### src/rtl/irqd_pkg.sv
package irqd_pkg;

    localparam int ID_W   = 10;
    localparam int PRIO_W = 8;

    localparam logic [9:0] A_CTRL = 10'h000;
    localparam logic [9:0] A_TYPE = 10'h001;
    localparam logic [9:0] A_SGI  = 10'h002;
    localparam logic [9:0] A_CFG0 = 10'h080;

    typedef enum logic [3:0] {
        RG_NONE, RG_CTRL, RG_TYPE, RG_SGI, RG_ENSET, RG_ENCLR, RG_CFG, RG_PRIO, RG_TGT
    } rg_e;

    typedef struct packed {
        rg_e        kind;
        logic [7:0] idx;
    } dec_t;

    typedef struct packed {
        logic              valid;
        logic [ID_W-1:0]   id;
        logic [PRIO_W-1:0] prio;
    } cand_t;

    function automatic dec_t decode(logic [9:0] a);
        dec_t d;
        d.kind = RG_NONE;
        d.idx  = a[7:0];
        case (a[9:8])
            2'b01: d.kind = RG_PRIO;
            2'b10: d.kind = RG_TGT;
            2'b00: begin
                if (a[7:5] == 3'b001) begin
                    d.kind = RG_ENSET;
                    d.idx  = {3'b0, a[4:0]};
                end else if (a[7:5] == 3'b010) begin
                    d.kind = RG_ENCLR;
                    d.idx  = {3'b0, a[4:0]};
                end else if (a[7:6] == 2'b10) begin
                    d.kind = RG_CFG;
                    d.idx  = {2'b0, a[5:0]};
                end else if (a == A_CTRL) d.kind = RG_CTRL;
                else if (a == A_TYPE) d.kind = RG_TYPE;
                else if (a == A_SGI)  d.kind = RG_SGI;
            end
            default: d.kind = RG_NONE;
        endcase
        return d;
    endfunction

    // upper bit of each 2-bit trigger pair
    function automatic logic [15:0] odd_bits(logic [31:0] w);
        logic [15:0] r;
        for (int i = 0; i < 16; i++) r[i] = w[2*i+1];
        return r;
    endfunction

    function automatic logic [31:0] as_pairs(logic [15:0] e);
        logic [31:0] r;
        for (int i = 0; i < 16; i++) begin
            r[2*i+1] = e[i];
            r[2*i]   = 1'b0;
        end
        return r;
    endfunction

endpackage

### src/rtl/irqd_pend.sv
module irqd_pend
    import irqd_pkg::*;
#(
    parameter int NCPU   = 2,
    parameter int NLINES = 64,
    localparam int NSHR  = NLINES - 32
) (
    input  logic                 clk,
    input  logic                 rst,
    input  logic [NSHR-1:0]      irq_shr,
    input  logic [NCPU*16-1:0]   irq_ppi,
    input  logic [NLINES-17:0]   edge_cfg,   // bit k is ID 16+k
    input  logic [NCPU-1:0]      sgi_hit,
    input  logic [3:0]           sgi_id,
    input  logic [NCPU-1:0]      ack,
    input  logic [NCPU*ID_W-1:0] ack_id,
    output logic [NCPU*32-1:0]   pend_loc,
    output logic [NSHR-1:0]      pend_shr
);

    logic [NSHR-1:0]    shr_prev, shr_lat, shr_clr, shr_edge;
    logic [NCPU*16-1:0] ppi_prev, ppi_lat, ppi_clr, ppi_edge;
    logic [NCPU*16-1:0] sgi_lat, sgi_clr, sgi_set;

    assign shr_edge = edge_cfg[NLINES-17:16];
    assign ppi_edge = {NCPU{edge_cfg[15:0]}};

    always_comb begin
        shr_clr = '0;
        ppi_clr = '0;
        sgi_clr = '0;
        sgi_set = '0;
        for (int c = 0; c < NCPU; c++) begin
            for (int i = 0; i < NSHR; i++)
                if (ack[c] && ack_id[c*ID_W +: ID_W] == ID_W'(32 + i)) shr_clr[i] = 1'b1;
            for (int i = 0; i < 16; i++) begin
                if (ack[c] && ack_id[c*ID_W +: ID_W] == ID_W'(16 + i)) ppi_clr[c*16+i] = 1'b1;
                if (ack[c] && ack_id[c*ID_W +: ID_W] == ID_W'(i))      sgi_clr[c*16+i] = 1'b1;
                if (sgi_hit[c] && sgi_id == 4'(i))                     sgi_set[c*16+i] = 1'b1;
            end
        end
    end

    always_ff @(posedge clk) begin
        if (rst) begin
            shr_prev <= '0;
            shr_lat  <= '0;
            ppi_prev <= '0;
            ppi_lat  <= '0;
            sgi_lat  <= '0;
        end else begin
            shr_prev <= irq_shr;
            ppi_prev <= irq_ppi;
            // a fresh rise wins over an acknowledge in the same cycle
            shr_lat  <= shr_edge & ((shr_lat & ~shr_clr) | (irq_shr & ~shr_prev));
            ppi_lat  <= ppi_edge & ((ppi_lat & ~ppi_clr) | (irq_ppi & ~ppi_prev));
            sgi_lat  <= (sgi_lat & ~sgi_clr) | sgi_set;
        end
    end

    assign pend_shr = (shr_edge & shr_lat) | (~shr_edge & irq_shr);

    always_comb begin
        for (int c = 0; c < NCPU; c++)
            pend_loc[c*32 +: 32] = {(ppi_edge[c*16 +: 16] & ppi_lat[c*16 +: 16]) |
                                    (~ppi_edge[c*16 +: 16] & irq_ppi[c*16 +: 16]),
                                    sgi_lat[c*16 +: 16]};
    end

    // an SGI only turns pending after a register write asked for it
    a_r9_sgi_cause: assert property (@(posedge clk) disable iff (rst)
        (sgi_lat & ~$past(sgi_lat) & ~$past(sgi_set)) == '0);

    // an edge latch only turns on after a 0-to-1 change of its line
    a_r11_edge_rise: assert property (@(posedge clk) disable iff (rst)
        (shr_lat & ~$past(shr_lat) & ~($past(irq_shr) & ~$past(shr_prev))) == '0);

endmodule

### src/rtl/irqd_pick.sv
module irqd_pick
    import irqd_pkg::*;
#(
    parameter int NLINES = 64
) (
    input  logic                     clk,
    input  logic                     rst,
    input  logic [NLINES-1:0]        elig,
    input  logic [NLINES*PRIO_W-1:0] prio,
    output cand_t                    cand
);

    cand_t best;

    // ascending scan with strict compare: lower ID keeps a tie
    always_comb begin
        best = '0;
        for (int i = 0; i < NLINES; i++) begin
            if (elig[i] && (!best.valid || prio[i*PRIO_W +: PRIO_W] < best.prio)) begin
                best.valid = 1'b1;
                best.id    = ID_W'(i);
                best.prio  = prio[i*PRIO_W +: PRIO_W];
            end
        end
    end

    always_ff @(posedge clk) begin
        if (rst) cand <= '0;
        else     cand <= best;
    end

    // a candidate was eligible in the cycle it was chosen
    a_r12_pick_elig: assert property (@(posedge clk) disable iff (rst)
        cand.valid |-> |($past(elig) & (NLINES'(1) << cand.id)));

endmodule

### src/rtl/irq_dist.sv
module irq_dist
    import irqd_pkg::*;
#(
    parameter int  NCPU   = 2,
    parameter int  NWORDS = 2,
    localparam int NLINES = 32 * NWORDS,
    localparam int NSHR   = NLINES - 32,
    localparam int NPW    = NLINES / 4,
    localparam int CPU_W  = (NCPU > 1) ? $clog2(NCPU) : 1
) (
    input  logic                   clk,
    input  logic                   rst,
    input  logic                   reg_wr,
    input  logic                   reg_rd,
    input  logic [9:0]             reg_addr,
    input  logic [31:0]            reg_wdata,
    input  logic [CPU_W-1:0]       reg_cpu,
    output logic [31:0]            reg_rdata,
    input  logic [NSHR-1:0]        irq_shr,
    input  logic [NCPU*16-1:0]     irq_ppi,
    input  logic [NCPU-1:0]        cpu_ack,
    output logic [NCPU-1:0]        cand_valid,
    output logic [NCPU*ID_W-1:0]   cand_id,
    output logic [NCPU*PRIO_W-1:0] cand_prio
);

    dec_t dec;
    assign dec = decode(reg_addr);

    logic                              ctrl_en;
    logic [NCPU-1:0][31:0]             en_loc;
    logic [NWORDS-1:1][31:0]           en_w;
    logic [2*NWORDS-1:1][15:0]         cfg_w;
    logic [NPW-1:0][31:0]              prio_w;
    logic [NSHR-1:0][NCPU-1:0]         tgt_s;
    logic [31:0]                       rd_val;

    always_ff @(posedge clk) begin
        if (rst) begin
            ctrl_en <= 1'b0;
            en_loc  <= '0;
            en_w    <= '0;
            cfg_w   <= '0;
            prio_w  <= '0;
            tgt_s   <= '0;
        end else if (reg_wr) begin
            case (dec.kind)
                RG_CTRL: ctrl_en <= reg_wdata[0];
                RG_ENSET, RG_ENCLR: begin
                    for (int c = 0; c < NCPU; c++)
                        if (dec.idx == '0 && reg_cpu == CPU_W'(c))
                            en_loc[c] <= (dec.kind == RG_ENSET) ? (en_loc[c] | reg_wdata)
                                                                : (en_loc[c] & ~reg_wdata);
                    for (int w = 1; w < NWORDS; w++)
                        if (dec.idx == 8'(w))
                            en_w[w] <= (dec.kind == RG_ENSET) ? (en_w[w] | reg_wdata)
                                                              : (en_w[w] & ~reg_wdata);
                end
                RG_CFG:
                    for (int k = 1; k < 2*NWORDS; k++)
                        if (dec.idx == 8'(k)) cfg_w[k] <= odd_bits(reg_wdata);
                RG_PRIO:
                    for (int j = 0; j < NPW; j++)
                        if (dec.idx == 8'(j)) prio_w[j] <= reg_wdata;
                RG_TGT:
                    for (int j = 8; j < NPW; j++)
                        if (dec.idx == 8'(j))
                            for (int l = 0; l < 4; l++)
                                tgt_s[j*4+l-32] <= reg_wdata[l*8 +: NCPU];
                default: ;
            endcase
        end
    end

    always_comb begin
        rd_val = '0;
        case (dec.kind)
            RG_CTRL: rd_val = {31'b0, ctrl_en};
            RG_TYPE: rd_val = 32'(NWORDS - 1);
            RG_ENSET, RG_ENCLR: begin
                for (int c = 0; c < NCPU; c++)
                    if (dec.idx == '0 && reg_cpu == CPU_W'(c)) rd_val = en_loc[c];
                for (int w = 1; w < NWORDS; w++)
                    if (dec.idx == 8'(w)) rd_val = en_w[w];
            end
            RG_CFG: begin
                if (dec.idx == '0) rd_val = 32'hAAAA_AAAA;
                for (int k = 1; k < 2*NWORDS; k++)
                    if (dec.idx == 8'(k)) rd_val = as_pairs(cfg_w[k]);
            end
            RG_PRIO:
                for (int j = 0; j < NPW; j++)
                    if (dec.idx == 8'(j)) rd_val = prio_w[j];
            RG_TGT:
                for (int j = 8; j < NPW; j++)
                    if (dec.idx == 8'(j))
                        for (int l = 0; l < 4; l++)
                            rd_val[l*8 +: NCPU] = tgt_s[j*4+l-32];
            default: rd_val = '0;
        endcase
    end

    always_ff @(posedge clk) begin
        if (rst)         reg_rdata <= '0;
        else if (reg_rd) reg_rdata <= rd_val;
    end

    // pending state
    logic [NCPU-1:0]      sgi_hit;
    logic [NCPU*32-1:0]   pend_loc;
    logic [NSHR-1:0]      pend_shr;
    logic [NSHR-1:0]      en_shr;

    assign en_shr = en_w;

    always_comb begin
        for (int c = 0; c < NCPU; c++)
            sgi_hit[c] = reg_wr && dec.kind == RG_SGI && reg_wdata[16+c];
    end

    irqd_pend #(.NCPU(NCPU), .NLINES(NLINES)) u_pend (
        .clk      (clk),
        .rst      (rst),
        .irq_shr  (irq_shr),
        .irq_ppi  (irq_ppi),
        .edge_cfg (cfg_w),
        .sgi_hit  (sgi_hit),
        .sgi_id   (reg_wdata[3:0]),
        .ack      (cpu_ack),
        .ack_id   (cand_id),
        .pend_loc (pend_loc),
        .pend_shr (pend_shr)
    );

    // eligibility and per-CPU selection
    logic [NCPU-1:0][NLINES-1:0] elig;
    cand_t [NCPU-1:0]            cand;

    always_comb begin
        for (int c = 0; c < NCPU; c++) begin
            for (int i = 0; i < 32; i++)
                elig[c][i] = ctrl_en & en_loc[c][i] & pend_loc[c*32+i];
            for (int i = 0; i < NSHR; i++)
                elig[c][32+i] = ctrl_en & en_shr[i] & pend_shr[i] & tgt_s[i][c];
        end
    end

    for (genvar c = 0; c < NCPU; c++) begin : g_cpu
        irqd_pick #(.NLINES(NLINES)) u_pick (
            .clk  (clk),
            .rst  (rst),
            .elig (elig[c]),
            .prio (prio_w),
            .cand (cand[c])
        );
        assign cand_valid[c]                = cand[c].valid;
        assign cand_id[c*ID_W +: ID_W]      = cand[c].id;
        assign cand_prio[c*PRIO_W +: PRIO_W] = cand[c].prio;
    end

    // with forwarding off, nothing is offered one cycle later
    a_r8_gate: assert property (@(posedge clk) disable iff (rst)
        !ctrl_en |=> cand_valid == '0);

    // trigger word 0 is fixed
    a_r6_sgi_cfg: assert property (@(posedge clk) disable iff (rst)
        (reg_rd && reg_addr == A_CFG0) |=> reg_rdata == 32'hAAAA_AAAA);

    // line count report
    a_r2_type: assert property (@(posedge clk) disable iff (rst)
        (reg_rd && reg_addr == A_TYPE) |=> reg_rdata == 32'(NWORDS - 1));

endmodule

### config.mk
export PLATFORM = sky130hd
export DESIGN_NAME = irq_dist
export DESIGN_NICKNAME = d
export VERILOG_FILES = /design/src/rtl/irqd_pkg.sv /design/src/rtl/irqd_pend.sv /design/src/rtl/irqd_pick.sv /design/src/rtl/irq_dist.sv
export SDC_FILE = /design/constraint.sdc
export NUM_CORES = 2
export LEC_CHECK = 0
export BUFFER_PORTS_ARGS = -buffer_cell sky130_fd_sc_hd__buf_2
export CAP_MARGIN = 20
export CORE_MARGIN = 5
export CORE_UTILIZATION = 35
export DETAILED_ROUTE_END_ITERATION = 10
export PLACE_DENSITY_LB_ADDON = 0.1
export SLEW_MARGIN = 20
export SYNTH_ARGS = -nofsm -noshare
export SYNTH_HDL_FRONTEND = slang
export SYNTH_HIERARCHICAL = 1
export SYNTH_SLANG_ARGS = --single-unit
### constraint.sdc
create_clock -name clk -period 169.3 [get_ports clk]
set_input_delay 33.86 -clock clk [delete_from_list [all_inputs] [get_ports clk]]
set_output_delay 33.86 -clock clk [all_outputs]
set_load 0.01 [all_outputs]
; ---- Yosys cells after proc, flatten, opt, wreduce, memory -nomap -nowiden
; Cells that the tools add are included.
[classes]
n_addsub = 0
mul = 0
n_div = 0
order_cmp = 126
eq_ne = 171
shifts = 0
muxes = 363
bitwise = 290
reduce_logical = 583
[op_table]
columns = cell, count
row1 = $mux 19, 128
row2 = $lt 8x8->1, 126
row3 = $mux 32, 26
row4 = $eq 10x6->1 const B, 64
row5 = $and 32x32->32, 12
row6 = $eq 10x5->1 const B, 32
row7 = $logic_and 1x1->1, 291
row8 = $and 1x1->1, 256
row9 = $not 32->32, 7
row10 = $or 32x32->32, 7
row11 = $eq 10x4->1 const B, 16
row12 = $mux 1, 160
row13 = $reduce_or 64->1, 2
row14 = $logic_not 1->1, 126
row15 = $logic_or 1x1->1, 126
row16 = $reduce_and 3->1, 30
row17 = $eq 10x3->1 const B, 8
row18 = $pmux 6 s3, 4
row19 = $mux 2, 33
row20 = $and 16x16->16, 4
row21 = $eq 8x4->1 const B, 8
row22 = $eq 10x2->1 const B, 5
row23 = $eq 4x4->1 const B, 9
row24 = $eq 4x3->1 const B, 8
row25 = 25 further kinds, 45
[totals]
reg_bits = 951
latch_bits = 0
ram_bits = 0
rom_bits = 0
in_bits = 113
elab_cells = 1602
mem_count = 0

; ---- Depth between registers and ports, before layout
[depth]
word_depth = 255
ltp_mapped = 732
depth_no_buf = 663

; ---- Cells and area by module
; The synthesis kept the hierarchy.
[modules_own_cells]
columns = mod, n_inst, cells_per_inst, area_per_inst_um2
row1 = irq_dist, 1, 4273, 33781.1
row2 = irqd_pick at g_cpu[1].u_pick, 1, 3613, 24347.1
row3 = irqd_pick at g_cpu[0].u_pick, 1, 3576, 24160.7
row4 = irqd_pend, 1, 804, 7574.8

; ---- Worst setup path before layout
; OpenSTA, ideal clock, no wires.
[synth_path]
kind = input to register
from = in irq_ppi[16]
to = reg, netlist name g_cpu[1].u_pick/cand[1]
t_arrival_ns = 121.210
setup_slack_ns = 47.957
stages = 508
path_buffers = 48
path_cell_list = mux2_2 -> and3_1 -> o21ai_0 -> a31oi_1 -> o31ai_4 -> clkbuf_1 -> nor2_1 -> a21oi_1 -> inv_1 -> ha_1 -> and4_1 -> and3_1 -> and2_1 -> a21oi_1 -> o311a_1 -> a31o_1 -> buf_6 -> mux2i_1 -> [472 not listed] -> ha_1 -> a21oi_1 -> nor2b_1 -> o21ai_0 -> and3b_1 -> nand3b_1 -> o21ai_4 -> mux2i_1 -> ha_1 -> a21o_1 -> a21o_1 -> a21oi_1 -> o21ai_0 -> or2_2 -> inv_1 -> or3_1 -> clkbuf_1 -> o22ai_1
[synth_rtl]
columns = element, line
row1 = from (decl), irq_dist.sv:20  ; input logic [NCPU*16-1:0] irq_ppi,

==> metrics.txt <==
Synth Register Bits 943; commonest cells in the netlist 2110 x nand2_1, 1348 x a21oi_1, 943 x dfxtp_1, 802 x nor2_1, 673 x o21ai_0; first-pass GRT wire length 743000 µm; final hold viol count 0; DRC 0; register area 18900 µm²; deepest clock path buffer count 3; WP buf/inv 39; RSZ-0062 raised after global routing no; Hold WS 0.430 ns; yosys warns 6; syn_area_per_cell 7.33 µm²; post-synth top area share 0.210; postcts setup bufs 0; max-slew violations 0; minimum clock period 142.59 ns; Worst Skew 0.0875 ns; Mapped Area 89900 µm²; Seq/Total Area, Yosys 0.210; GPL Wtd Cong 1.07; initial antenna violation count 101; status complete, no violations; total power 0.526 mW; Async SR Flop Fraction 0; number of synthesized flops with an enable pin 0; Worst path max stage delay 0.73 ns; worst slew pin tran 1.41 ns; largest net degree at the start of global routing 188; Root Buffer clkbuf_16; CTS tree done; CP arrival 143.24 ns; drt first pass iters 10; Total Wirelength 541000 µm; post-route setup TNS 0 ns; All-Layer GR Usage 0.386; Syn Inst Count 12300; Critical Path Sink Type flip-flop; vias per cell 6.54; Final Util 0.383; clk slew on worst S/H paths 0.06 ns; crit path kind flip-flop to flip-flop; initial DRC count 13500; Skew-Pair Late Insertion Delay 0.84 ns; Routed WL per cell 34.5 µm; peak supply drop 0.00000862 V; Fillers 26800; worst hold path type flip-flop to flip-flop; I/O Buffers 174; critical path launch point type flip-flop; CP max stage cell nor2_1; width of the die 517 µm; P&R area growth vs syn 9.30%; Synth area leader dfxtp_1; endpoints failing setup 0; Sink Count 943; CTS resizes 0; standard-cell row count 186; ys flop type dfxtp_1; MaxCap Viol Count 0; DPL Wire Length 411000 µm; PwrDens 5.35 nW/µm²; Initial Utilization 0.351; ratio of cells with drive above 1 in the final layout 0.107; CP dominant cell by count a21o_1; vias in the first global route 94200; nets@finish 12900; Worst Setup SP ctrl_en; fin crit share 0.842; Die Span Y 517 µm; Worst Hold Launch u_pend/ppi_prev[6]; synth top area cells dfxtp_1 21%, ha_1 9.2%, nand2_1 8.8%, a21oi_1 7.5%, mux2i_1 3.8%; GRT overflow 0; core area 256000 µm²; CTS Buf Count 112; reg-to-reg critical path startpoint ctrl_en; H-tree Lvls 3; top-count cell post-synth nand2_1; footprint of the multi-input gates 65900 µm²; highest clock rate 7.01 MHz; Top Family by Delay on Critical Path compound AO/OA/AOI/OAI gates; die area 267000 µm²; Ports 183; Slew headroom 0.0547; Antenna Violating Nets Remaining 0; CP required 169.95 ns; crit-path max FO 35; leakage 39.0 nW; hold_buf cts 0; DR vias 102000; synth unique cells 171
layer usage:
metal	GRT usage	vias to the layer above	wire length (µm)
met5	0.00306	-	527
li1	-	45000	-
met2	0.574	5821	226000
met1	0.494	50200	219000
met3	0.107	1386	55600
met4	0.239	48	39100
final cells by class:
cell class                 count  area share
multi-input combinational  10000       0.671
clock inverter                45     0.00638
sequential                   943       0.192
clock buffer                 163      0.0334
timing repair buffer         431      0.0293
tap                         3384      0.0431
inverter                     614      0.0235
antenna                       58     0.00148
per-stage QoR:
| stage | setup slack (ns) | instances | area [µm²] |
|---|---|---|---|
| finish | 26.71 | 15700 | 98200 |
| global route | 15.45 | 15600 | 98100 |
| CTS | 27.44 | 15600 | 98000 |
| detailed placement | 27.87 | 15400 | 94100 |
| global placement | 27.54 | 15400 | 94100 |
| floorplan | 47.96 | 12300 | 89900 |
final timing paths:
path                             endpoint  depth (start not counted)  slack (ns)
setup reg to reg  g_cpu[1].u_pick/cand[8]                        613       26.71
hold reg to reg         u_pend/ppi_lat[6]                          1        0.43
hold / removal          u_pend/ppi_lat[6]                          1        0.43
setup / recovery  g_cpu[1].u_pick/cand[8]                        769       26.71
report_power, final:
part	internal (mW)	switching, mW	total, mW
Combinational	0.00641	0.0298	0.0363
Clock	0.150	0.116	0.266
Sequential	0.223	0.000525	0.223
Total	0.379	0.147	0.526
cell families after synthesis:
logic type	share of synthesized area
and+or+nand+nor	0.245
AOI/OAI and AO/OA	0.306
buffers and inverters	0.0604
DFF	0.210
adders and majority gates	0.0976
muxes	0.0752
xor gates and xnor gates	0.00595
other	0.0000836
placed cells by master (no fill, tap or decap), types with 98 or more instances in the layout:
cell type / Yosys / routed
o22ai_1: 110 / 110
nor4_1: 156 / 156
buf_4: 66 / 253
a22oi_1: 105 / 105
nand4_1: 117 / 117
inv_1: 610 / 610
mux2i_1: 339 / 337
and4_1: 109 / 109
ha_1: 660 / 660
nand2b_1: 137 / 130
nor2_1: 802 / 784
o21ai_0: 673 / 665
and3_1: 155 / 155
clkbuf_16: 0 / 114
dfxtp_1: 943 / 941
nor2b_1: 179 / 178
buf_2: 118 / 170
a311oi_1: 125 / 123
nand3_1: 187 / 187
nand3b_1: 98 / 98
a21oi_1: 1348 / 1348
and2_1: 98 / 98
nor3_1: 136 / 131
nand2_1: 2110 / 2103
a21o_1: 265 / 265
mux2_2: 196 / 196
a31oi_1: 108 / 107
a211oi_1: 101 / 100
No activity file was read; power rests on OpenSTA's default activity.
